[src/rtl/rcb_pkg.sv]
package rcb_pkg;
    localparam int DATA_W = 25;
    localparam int SYNC_STAGES = 2;

    typedef enum logic [1:0] {
        MODE_SINGLE = 2'd0,
        MODE_PAIR_A = 2'd1,
        MODE_PAIR_B = 2'd2
    } mode_e;

    typedef enum logic [1:0] {
        SEQ_HOLD   = 2'd0,
        SEQ_SETTLE = 2'd1,
        SEQ_RUN    = 2'd2
    } seq_e;

    typedef struct packed {
        logic cs_n;
        logic odt;
        logic cke;
    } ctrl_t;

    function automatic mode_e decode_mode(input logic wide, input logic map_b);
        if (!wide)
            return MODE_SINGLE;
        else if (map_b)
            return MODE_PAIR_B;
        else
            return MODE_PAIR_A;
    endfunction

    function automatic logic [DATA_W-1:0] lane_mask(input mode_e m);
        logic [DATA_W-1:0] v;
        for (int i = 0; i < DATA_W; i++) begin
            unique case (m)
                MODE_SINGLE: v[i] = !(i == 0 || i == 3 || i == 6);
                MODE_PAIR_A: v[i] = (i >= 1) && (i <= 13) && (i != 3) && (i != 6);
                MODE_PAIR_B: v[i] = (i <= 12) && (i != 6) && (i != 10);
                default:     v[i] = 1'b0;
            endcase
        end
        return v;
    endfunction
endpackage

[src/rtl/rcb_rst_seq.sv]
module rcb_rst_seq
    import rcb_pkg::*;
(
    input  logic clk,
    input  logic rst_n,
    output logic run
);
    seq_e state, state_nx;

    always_comb begin
        state_nx = state;
        unique case (state)
            SEQ_HOLD:   state_nx = SEQ_SETTLE;
            SEQ_SETTLE: state_nx = SEQ_RUN;
            SEQ_RUN:    state_nx = SEQ_RUN;
            default:    state_nx = SEQ_HOLD;
        endcase
    end

    always_ff @(posedge clk or negedge rst_n) begin
        if (!rst_n)
            state <= SEQ_HOLD;
        else
            state <= state_nx;
    end

    always_comb begin
        unique case (state)
            SEQ_RUN: run = 1'b1;
            default: run = 1'b0;
        endcase
    end
endmodule

[src/rtl/rcb_lane_bank.sv]
module rcb_lane_bank #(
    parameter int W = 1
) (
    input  logic         clk,
    input  logic         rst_n,
    input  logic         clr,
    input  logic         en,
    input  logic [W-1:0] d,
    output logic [W-1:0] q
);
    always_ff @(posedge clk or negedge rst_n) begin
        if (!rst_n)
            q <= '0;
        else if (clr)
            q <= '0;
        else if (en)
            q <= d;
    end
endmodule

[src/rtl/rcb_fanout.sv]
module rcb_fanout
    import rcb_pkg::*;
#(
    parameter int W = DATA_W
) (
    input  mode_e        mode,
    input  logic [W-1:0] data_q,
    input  ctrl_t        ctrl_q,
    output logic [W-1:0] qa,
    output logic [W-1:0] qb,
    output ctrl_t        ctrl_a,
    output ctrl_t        ctrl_b
);
    logic [W-1:0] mask;
    logic         pair;

    assign mask = lane_mask(mode);
    assign pair = (mode != MODE_SINGLE);

    for (genvar i = 0; i < W; i++) begin : g_lane
        assign qa[i] = data_q[i] & mask[i];
        assign qb[i] = data_q[i] & mask[i] & pair;
    end

    assign ctrl_a = ctrl_q;
    assign ctrl_b = pair ? ctrl_q : '0;
endmodule

[src/rtl/rcb_cmd_buffer.sv]
module rcb_cmd_buffer
    import rcb_pkg::*;
#(
    parameter int DW = DATA_W
) (
    input  logic          clk,
    input  logic          rst_n,
    input  logic          width_sel,
    input  logic          map_sel,
    input  logic          cs0_n,
    input  logic          cs1_n,
    input  logic [DW-1:0] d_in,
    input  logic          odt_in,
    input  logic          cke_in,
    output logic [DW-1:0] qa_out,
    output logic [DW-1:0] qb_out,
    output logic          cs_qa_n,
    output logic          cs_qb_n,
    output logic          odt_qa,
    output logic          odt_qb,
    output logic          cke_qa,
    output logic          cke_qb
);
    localparam int CTRL_W = $bits(ctrl_t);

    logic          run;
    logic          data_en;
    mode_e         mode;
    logic [DW-1:0] data_q;
    ctrl_t         ctrl_d, ctrl_q, ctrl_a, ctrl_b;

    assign mode    = decode_mode(width_sel, map_sel);
    assign data_en = !(cs0_n && cs1_n);
    assign ctrl_d  = '{cs_n: cs0_n, odt: odt_in, cke: cke_in};

    rcb_rst_seq u_seq (
        .clk   (clk),
        .rst_n (rst_n),
        .run   (run)
    );

    rcb_lane_bank #(.W(DW)) u_data (
        .clk   (clk),
        .rst_n (rst_n),
        .clr   (!run),
        .en    (data_en),
        .d     (d_in),
        .q     (data_q)
    );

    rcb_lane_bank #(.W(CTRL_W)) u_ctrl (
        .clk   (clk),
        .rst_n (rst_n),
        .clr   (!run),
        .en    (1'b1),
        .d     (ctrl_d),
        .q     (ctrl_q)
    );

    rcb_fanout #(.W(DW)) u_fan (
        .mode   (mode),
        .data_q (data_q),
        .ctrl_q (ctrl_q),
        .qa     (qa_out),
        .qb     (qb_out),
        .ctrl_a (ctrl_a),
        .ctrl_b (ctrl_b)
    );

    assign cs_qa_n = ctrl_a.cs_n;
    assign odt_qa  = ctrl_a.odt;
    assign cke_qa  = ctrl_a.cke;
    assign cs_qb_n = ctrl_b.cs_n;
    assign odt_qb  = ctrl_b.odt;
    assign cke_qb  = ctrl_b.cke;
endmodule

[config.mk]
export PLATFORM = sky130hd
export DESIGN_NAME = rcb_cmd_buffer
export DESIGN_NICKNAME = d
export VERILOG_FILES = /design/src/rtl/rcb_pkg.sv /design/src/rtl/rcb_rst_seq.sv /design/src/rtl/rcb_lane_bank.sv /design/src/rtl/rcb_fanout.sv /design/src/rtl/rcb_cmd_buffer.sv
export SDC_FILE = /design/constraint.sdc
export NUM_CORES = 1
export LEC_CHECK = 0
export BUFFER_PORTS_ARGS = -buffer_cell sky130_fd_sc_hd__buf_2
export CORE_MARGIN = 5
export CORE_UTILIZATION = 45
export CTS_CLUSTER_DIAMETER = 60
export DETAILED_ROUTE_END_ITERATION = 6
export PLACE_DENSITY_LB_ADDON = 0.15
export REMOVE_ABC_BUFFERS = 1
export SETUP_SLACK_MARGIN = 0.15
export SYNTH_ARGS = -nofsm -noshare
export SYNTH_HDL_FRONTEND = slang
export SYNTH_SLANG_ARGS = --single-unit
[constraint.sdc]
create_clock -name clk -period 1.6 [get_ports clk]
set_clock_uncertainty 0.2 [all_clocks]
set_input_delay 0.08 -clock clk [delete_from_list [all_inputs] [get_ports clk]]
set_output_delay 0.08 -clock clk [all_outputs]
set_load 0.1 [all_outputs]
Word-level counts from Yosys, hierarchy flattened
Index checks and enable logic that the tools add are counted.

word-level totals
  register bits = 30
  input bits = 33
  output and inout port bits = 56
  logic and storage cells = 75

cells by class
  equal/unequal tests = 5
  mux-type cells = 12
  bitwise gates (word level) = 48
  reductions and logical operators = 7

operators with widths
  kind                                                              count
  25-bit 2-to-1 mux                                                 2
  1-bit bitwise AND                                                 48
  3-bit 2-to-1 mux                                                  2
  1-bit 2-to-1 mux                                                  5
  2-bit by 1-bit == test with 1-bit output (second input constant)  2
  2-bit == test (second input constant)                             2
  2-bit zero test                                                   2
  2-bit 2-to-1 mux                                                  2
  2-bit case mux with 2 select lines                                1
  2-bit OR reduction                                                2
  3-bit OR reduction                                                1
  2-bit inequality test (second input constant)                     1
  2-bit nonzero test                                                1
  1-bit logical AND                                                 1

Depth between registers and ports, before layout
Gate-level depths: netlist of the first run.

  depth in word-level cells = 7
  depth in mapped cells = 6
  gate-level depth less buffers = 4

Modules after synthesis
Synthesis of the first run repeated with hierarchy kept, for this count alone.

unflattened totals
  cells, all modules = 164
  area, all modules = 1714.1 µm²

by module, submodules not included
  module                  times used  cells an instance  area an instance (µm²)  sequential area each (µm²)
  rcb_lane_bank (u_data)  1           81                 1034.7                  625.6
  rcb_fanout              1           63                 452.9                   0.0
  rcb_lane_bank (u_ctrl)  1           9                  116.4                   75.1
  rcb_rst_seq             1           6                  82.6                    50.0
  rcb_cmd_buffer          1           5                  27.5                    0.0

Least setup slack after synthesis of the first run
No wires, ideal clock.

  path kind = register to output
  from = reg u_data.q[10]
  to = out qa_out[10]
  data arrival time = 2530 ps
  required time = 1320 ps
  slack = -1210 ps
  cell stages (with the launch flop) = 2
  path buffers = 0
  path through = dfrtp_1 > a21boi_0

between the ends
  word-level cells in the longest chain between the ends = 1

ends and longest elaborated chain
  item                    line                  source
  start, declared         rcb_lane_bank.sv:9    output logic [W-1:0] q
  start signal, assigned  rcb_lane_bank.sv:13   q <= '0;
  start signal, assigned  rcb_lane_bank.sv:15   q <= '0;
  start signal, assigned  rcb_lane_bank.sv:17   q <= d;
  1-bit bitwise AND       rcb_fanout.sv:21      assign qa[i] = data_q[i] & mask[i];
  end, declared           rcb_cmd_buffer.sv:15  output logic [DW-1:0] qa_out,

No other way between the ends.

Worst setup path after layout of the first run
  from = reg u_data.q[5]
  to = out qa_out[5]

Same word-level chain as after synthesis.

==> results of run 1 <==
==> cell type report <==
| type | count | area, um^2 |
|---|---|---|
| timing repair buffer | 107 | 1030 |
| multi-input combinational | 122 | 748 |
| sequential | 29 | 726 |
| clock buffer | 7 | 86.3 |
| inverter | 2 | 7.51 |
| fill | 292 | 975 |
| tap | 48 | 60.1 |
==> layer usage <==
| metal | wire, um | vias to the layer above |
|---|---|---|
| met1 | 1680 | 686 |
| met3 | 323 | 7 |
| met5 | 0 | - |
| li1 | - | 750 |
| met2 | 2150 | 54 |
| met4 | 42 | 0 |
==> synth_stat cells (all sizes together) <==
master  count
and3        4
dfrtp      29
clkbuf     12
nand4      24
and3b       2
a21boi      2
inv         2
nand2      24
and2       16
buf        27
conb        1
ha          2
o21ai      24
nor2b      11
==> what timing repair did <==
item,in CTS,in global routing
setup endpoints to repair,13,2
setup buffers,0,0
hold buffers,29,0
cloned,0,0
hold endpoints to repair,55,0
gates resized for setup,13,2
==> power groups by stage <==
stage	registers [mW]	logic, mW	clock network [mW]
floorplan	0.994	0.612	0
global placement	0.829	1.06	0
detailed placement	0.832	1.06	0
CTS	0.819	1.13	0.608
global route	0.826	1.17	0.653
finish	0.819	1.13	0.590
==> logic make-up after synthesis <==
| group | after synthesis | share of synthesized area (%) |
|---|---|---|
| AND/OR/NAND/NOR | 81 | 27.1 |
| buffers and inverters | 41 | 15.4 |
| flip-flops | 29 | 43.3 |
| AO/OA/AOI/OAI | 26 | 12.5 |
| adder cells (fa/ha/maj) | 2 | 1.49 |
| other | 1 | 0.223 |
==> metrics by stage <==
stage	TNS (ns)	cells	power, mW
final	0	315	2.54
after detailed placement	0	279	1.90
after CTS	0	315	2.56
after global placement	0	279	1.89
after global routing	0	315	2.65
after floorplan	-19.04	153	1.61
==> state kept, by name, summed over array words and instances (netlist names) <==
| register | flops |
|---|---|
| u_ctrl.q | 3 |
| u_seq.state | 2 |
| u_data.q | 24 |
==> worst max-delay path by stage <==
| stage | to | slack, ns |
|---|---|---|
| detailed placement | u_data.q[12] | 0.27 |
| global route | qa_out[16] | 0.17 |
| CTS | qa_out[13] | 0.17 |
| global placement | u_data.q[7] | 0.29 |
| finish | qa_out[5] | 0.23 |
| floorplan | qa_out[10] | -1.21 |
==> impl_metrics.json, run 1 <==
{
  "p_seq_share_pct": 32.2,
  "netSwitchingPower_mw": 1.11,
  "row_count": 22,
  "endpoint_kind": "output pin",
  "drc": 0,
  "r2r_start": "u_seq.state[0]",
  "ys_types": 19,
  "die_h_um": 71.1,
  "maxCapViolCount": 0,
  "slowest_delay_ns": 0.44,
  "rr_worst_depth": 5,
  "grt_max_degree": 34,
  "cp-start-kind": "flop",
  "synth_area_per_cell_um2": 9.32,
  "ant_nets": 0,
  "gr-total-overflow": 0,
  "slew_headroom_pct": 56.6,
  "hold_depth": 4,
  "mostFrequentLayoutCells": "buf_2, dlygate4sd3_1, dfrtp_1, nand2_1, nand4_1",
  "timing.fmax_ghz": 0.731,
  "gr-usage-met3_pct": 5.26,
  "top_usage_layer": "met2",
  "dieArea_um2": 5050,
  "grt_pass1_wl_um": 7040,
  "max-clock-path-buffers": 2,
  "fin_area_um2": 2660,
  "synth-seq-cells": 29,
  "path_max_fanout": 3,
  "grtUsageMet1_pct": 19.8,
  "placed_cell_area_um2": 2250,
  "drt_iter0_markers": 76,
  "cts-root-buf": "clkbuf_8",
  "core_area_um2": 3630,
  "combPwrFrac_pct": 44.6,
  "hold_path.class": "in -> reg",
  "pin_count": 89,
  "antenna_found_initial": 0,
  "worst_slack_ns": 0.232,
  "holdPathEnd": "u_data.q[16]",
  "clock_power_share_pct": 23.2,
  "dp_slack_ns": 0.267,
  "syn_inst": 180,
  "gp_congestion": 0.672,
  "crit_chain": "buf_2",
  "min_period_ns": 1.37,
  "cts_htree_levels": 2,
  "holdCritStartpoint": "cs0_n",
  "wire_per_inst_um": 13.3,
  "worst_slew_pin_slew_ns": 0.651,
  "final_common_cell": "buf_2",
  "nets": 302,
  "setup_viol": 0,
  "power.density_nw_per_um2": 955,
  "cp.required_ns": 1.32,
  "via_count": 1497,
  "final_max_slew_viol_count": 0,
  "synth_top_area_cell": "dfrtp_1",
  "synth_area_um2": 1680,
  "port-buffer-count": 74,
  "critical_path.slowest_cell": "buf_2",
  "ff2ff_setup_slack_ns": 0.27,
  "run_status": "finished, final reports clean",
  "critPathTopFamily": "buffers and inverters",
  "cts.sink_count": 29,
  "rsz0062_at_grt": "false",
  "p_sw_share_pct": 43.8,
  "grt_use_met2_pct": 30.5,
  "arrival_ns": 1.09,
  "cts-buffers-inserted": 5,
  "firstDrtPassIters": 4,
  "hpwl_um": 2760,
  "synth_area_leaders": "dfrtp_1, o21ai_2, nand4_1",
  "r2r_end": "u_data.q[12]",
  "p_int_mw": 1.43,
  "grt_pass1_vias": 1507,
  "track_usage_pct": 17.2,
  "seq_area_frac_synth_pct": 43.3,
  "ys_warn_count": 0,
  "drive_above_1_share_pct": 40.4,
  "hold_viol": 0,
  "period_share_pct": 85.5,
  "timing.hold.ws_ns": 0.103,
  "insertedDiodeCount": 0,
  "leakage_nw": 1.30,
  "crit_type": "reg -> out",
  "post-synth-top-area-fraction_pct": 43.3,
  "cts_tree": "yes",
  "start_util_pct": 46.2,
  "worst-path-stages": 1,
  "clkLatencyLatePin_ns": 0.27,
  "routed_wirelength_um": 4200,
  "syn2layout_area_growth_pct": 58.5,
  "clk_pin_slew_ns": 0.06,
  "ir_drop_uv": 681,
  "crit_start": "u_data.q[5]",
  "crit_buf_inv": 1,
  "viasPerCell": 4.75,
  "die_x_um": 71.1,
  "utilization_pct": 73.2
}
No activity file was read; power rests on OpenSTA's default activity.
==> run 2: changes to the inputs <==
- clock period: 1.6 -> 1.3 ns (I/O delays scaled with it)
==> impl_metrics.json, run 2 (synthesis gave the netlist of run 1 again) <==
{
  "run_status": "finished, violations left",
  "failed_checks": "setup timing",
  "ir_drop_uv": 951,
  "timing.fmax_ghz": 0.667,
  "min_period_ns": 1.50,
  "crit_start": "u_seq.state[0]",
  "r2r_end": "u_data.q[14]",
  "r2r_start": "u_seq.state[0]",
  "routed_wirelength_um": 8010,
  "row_count": 22,
  "grt_pass1_wl_um": 10600,
  "crit_path_end": "u_data.q[14]",
  "power.density_nw_per_um2": 1050,
  "clock_power_share_pct": 21.3,
  "critical_path.slowest_cell": "dfrtp_1",
  "nets": 333,
  "largest_register_ffs": 24,
  "insertedDiodeCount": 0,
  "reg.largest.list": "u_data.q (24), u_ctrl.q (3), u_seq.state (2)",
  "crit_chain": "inv_2, ha_4, buf_12, nand4_1, o21ai_1",
  "grt_pass1_vias": 1917,
  "netSwitchingPower_mw": 1.59,
  "cts_tree": "yes",
  "gr-total-overflow": 0,
  "regArea_um2": 726,
  "cts-root-buf": "clkbuf_8",
  "worst-path-stages": 5,
  "maxCapViolCount": 0,
  "cp.required_ns": 1.29,
  "gp_congestion": 0.678,
  "antenna_found_initial": 0,
  "ant_nets": 0,
  "crit_buf_inv": 2,
  "firstDrtPassIters": 4,
  "rr_worst_depth": 5,
  "leakage_nw": 1.66,
  "crit_type": "reg -> reg",
  "hold_viol": 0,
  "drive_above_1_share_pct": 60.7,
  "core_area_um2": 3630,
  "viasPerCell": 5.59,
  "utilization_pct": 96.2,
  "start_util_pct": 46.2,
  "port-buffer-count": 74,
  "p_seq_share_pct": 28.1,
  "final_common_cell": "buf_12",
  "combPwrFrac_pct": 50.7,
  "track_usage_pct": 27.8,
  "multiInputGateArea_um2": 951,
  "critPathTopFamily": "flip-flops",
  "hold_depth": 4,
  "final_max_slew_viol_count": 0,
  "hold_path.class": "in -> reg",
  "period_share_pct": 115,
  "setup_viol": 39,
  "pin_count": 89,
  "mostFrequentLayoutCells": "buf_12, buf_2, dfrtp_1, dlygate4sd3_1, nand4_1",
  "endpoint_kind": "flop",
  "drc": 0,
  "cts_htree_levels": 2,
  "grt_max_degree": 32,
  "total_power_mw": 3.66,
  "ff2ff_setup_slack_ns": -0.20,
  "cp-start-kind": "flop",
  "max-clock-path-buffers": 2,
  "die_x_um": 71.1,
  "worst_slack_ns": -0.199,
  "timing.hold.ws_ns": 0.0793,
  "p_int_mw": 2.07,
  "hpwl_um": 3160,
  "clk_pin_slew_ns": 0.07,
  "drt_iter0_markers": 209,
  "clkLatencyLatePin_ns": 0.28,
  "wire_per_inst_um": 23.2,
  "p_sw_share_pct": 43.4,
  "dieArea_um2": 5050,
  "cts.sink_count": 29,
  "fill_cells": 73,
  "rsz0062_at_grt": "true",
  "path_max_fanout": 13,
  "die_h_um": 71.1,
  "arrival_ns": 1.49,
  "via_count": 1934,
  "syn2layout_area_growth_pct": 108,
  "regMostFlops": "u_data.q",
  "cts-buffers-inserted": 5,
  "slowest_delay_ns": 0.39
}
## run 2: per-layer routing
metal	vias up	GRT usage, %	routed length [um]
met5	-	0	0
met1	968	31.1	2860
met3	21	6.25	521
met4	0	9.19	233
li1	815	-	-
met2	130	51.5	4390
## run 2: what timing repair did
item	CTS	global route
endpoints found under the setup margin	64	70
pin swaps	5	1
gates cloned	1	0
hold buffers	27	0
gates resized for setup	69	5
hold endpoints to repair	55	0
setup buffers	17	12
## run 2: worst min-delay path by stage
stage,start,to
2_1_floorplan,rst_n,u_ctrl.q[0]
6_report,cs0_n,u_data.q[11]
3_3_place_gp,rst_n,u_data.q[4]
5_1_grt,cs0_n,u_data.q[11]
4_1_cts,cs0_n,u_data.q[15]
3_5_place_dp,rst_n,u_data.q[4]
## run 2: per-stage QoR
step,instance area [um^2],std cells,setup WS (ns),setup TNS [ns]
finish,3500,346,-0.199,-2.09
detailed placement,2640,282,-0.0208,-0.0657
global route,3500,346,-0.202,-3.48
CTS,3380,334,-0.0191,-0.0759
floorplan,1470,153,-1.50,-34.76
global placement,2640,282,0.0368,0
## run 2: layout make-up
| type | instances | share of cell area [%] |
|---|---|---|
| clock buffers | 7 | 2.47 |
| inverters | 2 | 0.215 |
| multi-input cells | 122 | 27.2 |
| flip-flops and latches | 29 | 20.8 |
| well taps | 48 | 1.72 |
| repair buffers | 138 | 47.7 |
## run 2: worst min-delay path, stage by stage
cell,delay (ns)
buf_2,0.12
buf_4,0.18
nand4_1,0.11
o21ai_2,0.05
## run 2: power by group through the flow
stage	Combinational [mW]	Sequential, mW	Clock (mW)
finish	1.85	1.03	0.778
global route	1.90	1.03	0.832
CTS	1.75	1.01	0.758
detailed placement	1.50	1.04	0
global placement	1.49	1.04	0
floorplan	0.753	1.22	0
==> run 3: changes to the inputs <==
- CORE_UTILIZATION: 45 -> 40
- clock period: 1.3 -> 1.2 ns (I/O delays scaled with it)
==> impl_metrics.json, run 3 (synthesis gave the netlist of run 1 again) <==
{
  "drt_iter0_markers": 99,
  "critical_path.slowest_cell": "dfrtp_1",
  "dp_slack_ns": -0.119,
  "cts-root-buf": "clkbuf_8",
  "utilization_pct": 87.0,
  "setup_tns_ns": -4.42,
  "failed_checks": "setup timing",
  "viasPerCell": 4.92,
  "fill_cells": 202,
  "timing.fmax_ghz": 0.743,
  "grt_max_degree": 26,
  "drive_above_1_share_pct": 58.2,
  "cts.sink_count": 29,
  "final_common_cell": "buf_12",
  "worst_slack_ns": -0.146,
  "critPathTopFamily": "flip-flops",
  "total_power_mw": 3.92,
  "ant_nets": 0,
  "largest_register_ffs": 24,
  "start_util_pct": 41.6,
  "gr-total-overflow": 0,
  "nets": 333,
  "grt_pass1_vias": 1677,
  "firstDrtPassIters": 4,
  "max-clock-path-buffers": 2,
  "arrival_ns": 1.36,
  "hpwl_um": 3130,
  "via_count": 1716,
  "rsz0062_at_grt": "true",
  "track_usage_pct": 19.3,
  "reg.largest.list": "u_data.q (24), u_ctrl.q (3), u_seq.state (2)",
  "multiInputGateArea_um2": 923,
  "path_max_fanout": 25,
  "crit_chain": "inv_2, ha_4, buf_12, nand4_1, o21ai_2",
  "run_status": "finished, violations left",
  "regMostFlops": "u_data.q",
  "pin_count": 89,
  "gp_congestion": 0.694,
  "cts-buffers-inserted": 5,
  "antenna_found_initial": 0,
  "slowest_delay_ns": 0.38,
  "clkLatencyLatePin_ns": 0.28,
  "cts_tree": "yes",
  "leakage_nw": 1.68,
  "ff2ff_setup_slack_ns": -0.15,
  "cp.required_ns": 1.21,
  "power.density_nw_per_um2": 1120,
  "grt_pass1_wl_um": 8200,
  "row_count": 23,
  "drc": 0,
  "ir_drop_uv": 990,
  "die_x_um": 74.8,
  "period_share_pct": 112,
  "endpoint_kind": "flop",
  "insertedDiodeCount": 0,
  "setup_viol": 70,
  "core_area_um2": 4030,
  "routed_wirelength_um": 5420,
  "hold_viol": 0,
  "port-buffer-count": 74,
  "min_period_ns": 1.35,
  "final_max_slew_viol_count": 0,
  "wire_per_inst_um": 15.5,
  "die_h_um": 74.8,
  "crit_buf_inv": 2,
  "clk_pin_slew_ns": 0.06,
  "dieArea_um2": 5590,
  "cp-start-kind": "flop",
  "mostFrequentLayoutCells": "buf_12, buf_2, dfrtp_1, dlygate4sd3_1",
  "regArea_um2": 726,
  "maxCapViolCount": 0,
  "hold_path.class": "in -> async",
  "syn2layout_area_growth_pct": 109,
  "cts_htree_levels": 2,
  "crit_type": "reg -> reg"
}
-- run 3: cell types whose count changed in the layout (fill, tap and decap cells not counted), moves of 2 or more --
cell     delta
and2_1      -2
and2_4      +2
buf_4       -2
nand2_1    +10
nand2_2     -7
nand2_4     -3
-- run 3: area by class of cell --
class / count / share of cell area [%]
multi-input combinational: 122 / 26.4
sequential: 29 / 20.7
timing repair buffer: 138 / 48.0
clock buffer: 7 / 2.75
inverter: 2 / 0.214
clock inverter: 1 / 0.143
tap: 50 / 1.79
-- run 3: routing by layer --
metal / wire length [um] / vias up / global-route usage [%]
met4: 95 / 0 / 7.71
li1: - / 819 / -
met3: 440 / 11 / 4.94
met1: 2120 / 810 / 24.3
met2: 2770 / 76 / 31.7
met5: 0 / - / 0
-- run 3: power by group --
part / leakage (nW) / total, mW / switching (mW) / internal [mW]
sequential: 0.344 / 1.10 / 0.0536 / 1.05
combinational: 1.28 / 1.94 / 1.20 / 0.732
clock: 0.0542 / 0.884 / 0.367 / 0.517
total: 1.68 / 3.92 / 1.62 / 2.30
-- run 3: what timing repair did --
item                                    4_1_cts  5_1_grt
gates resized for setup                      46       17
endpoints found under the setup margin       71       71
pin swaps                                     9        0
endpoints found under the hold margin        55        0
hold buffers                                 27        0
buffers inserted                             14       13
gates cloned                                  1        0
-- run 3: path summary, 6_finish.rpt --
path                                start  cells past startpoint           end
hold reg to reg              u_data.q[21]                      2  u_data.q[21]
hold / removal                      rst_n                      2  u_data.q[11]
setup reg to reg           u_seq.state[0]                      5   u_data.q[4]
max in group asynchronous           rst_n                      3  u_data.q[13]
min in group clk                    cs0_n                      4   u_data.q[7]
setup / recovery           u_seq.state[0]                      5   u_data.q[4]
-- run 3: through the flow --
step	hold slack [ns]	cells	area, um^2
global route	0.0414	349	3500
floorplan	-0.436	153	1470
global placement	-0.211	286	2670
detailed placement	-0.209	286	2670
CTS	0.0299	336	3340
finish	0.0138	349	3500
-- run 3: worst register-to-register path, delay by kind of cell (launching register included) --
kind | cells | cell delay, ns
simple gates | 1 | 0.14
buf+inv | 2 | 0.25
flops | 1 | 0.38
fa+ha+maj | 1 | 0.21
compound gates | 1 | 0.09
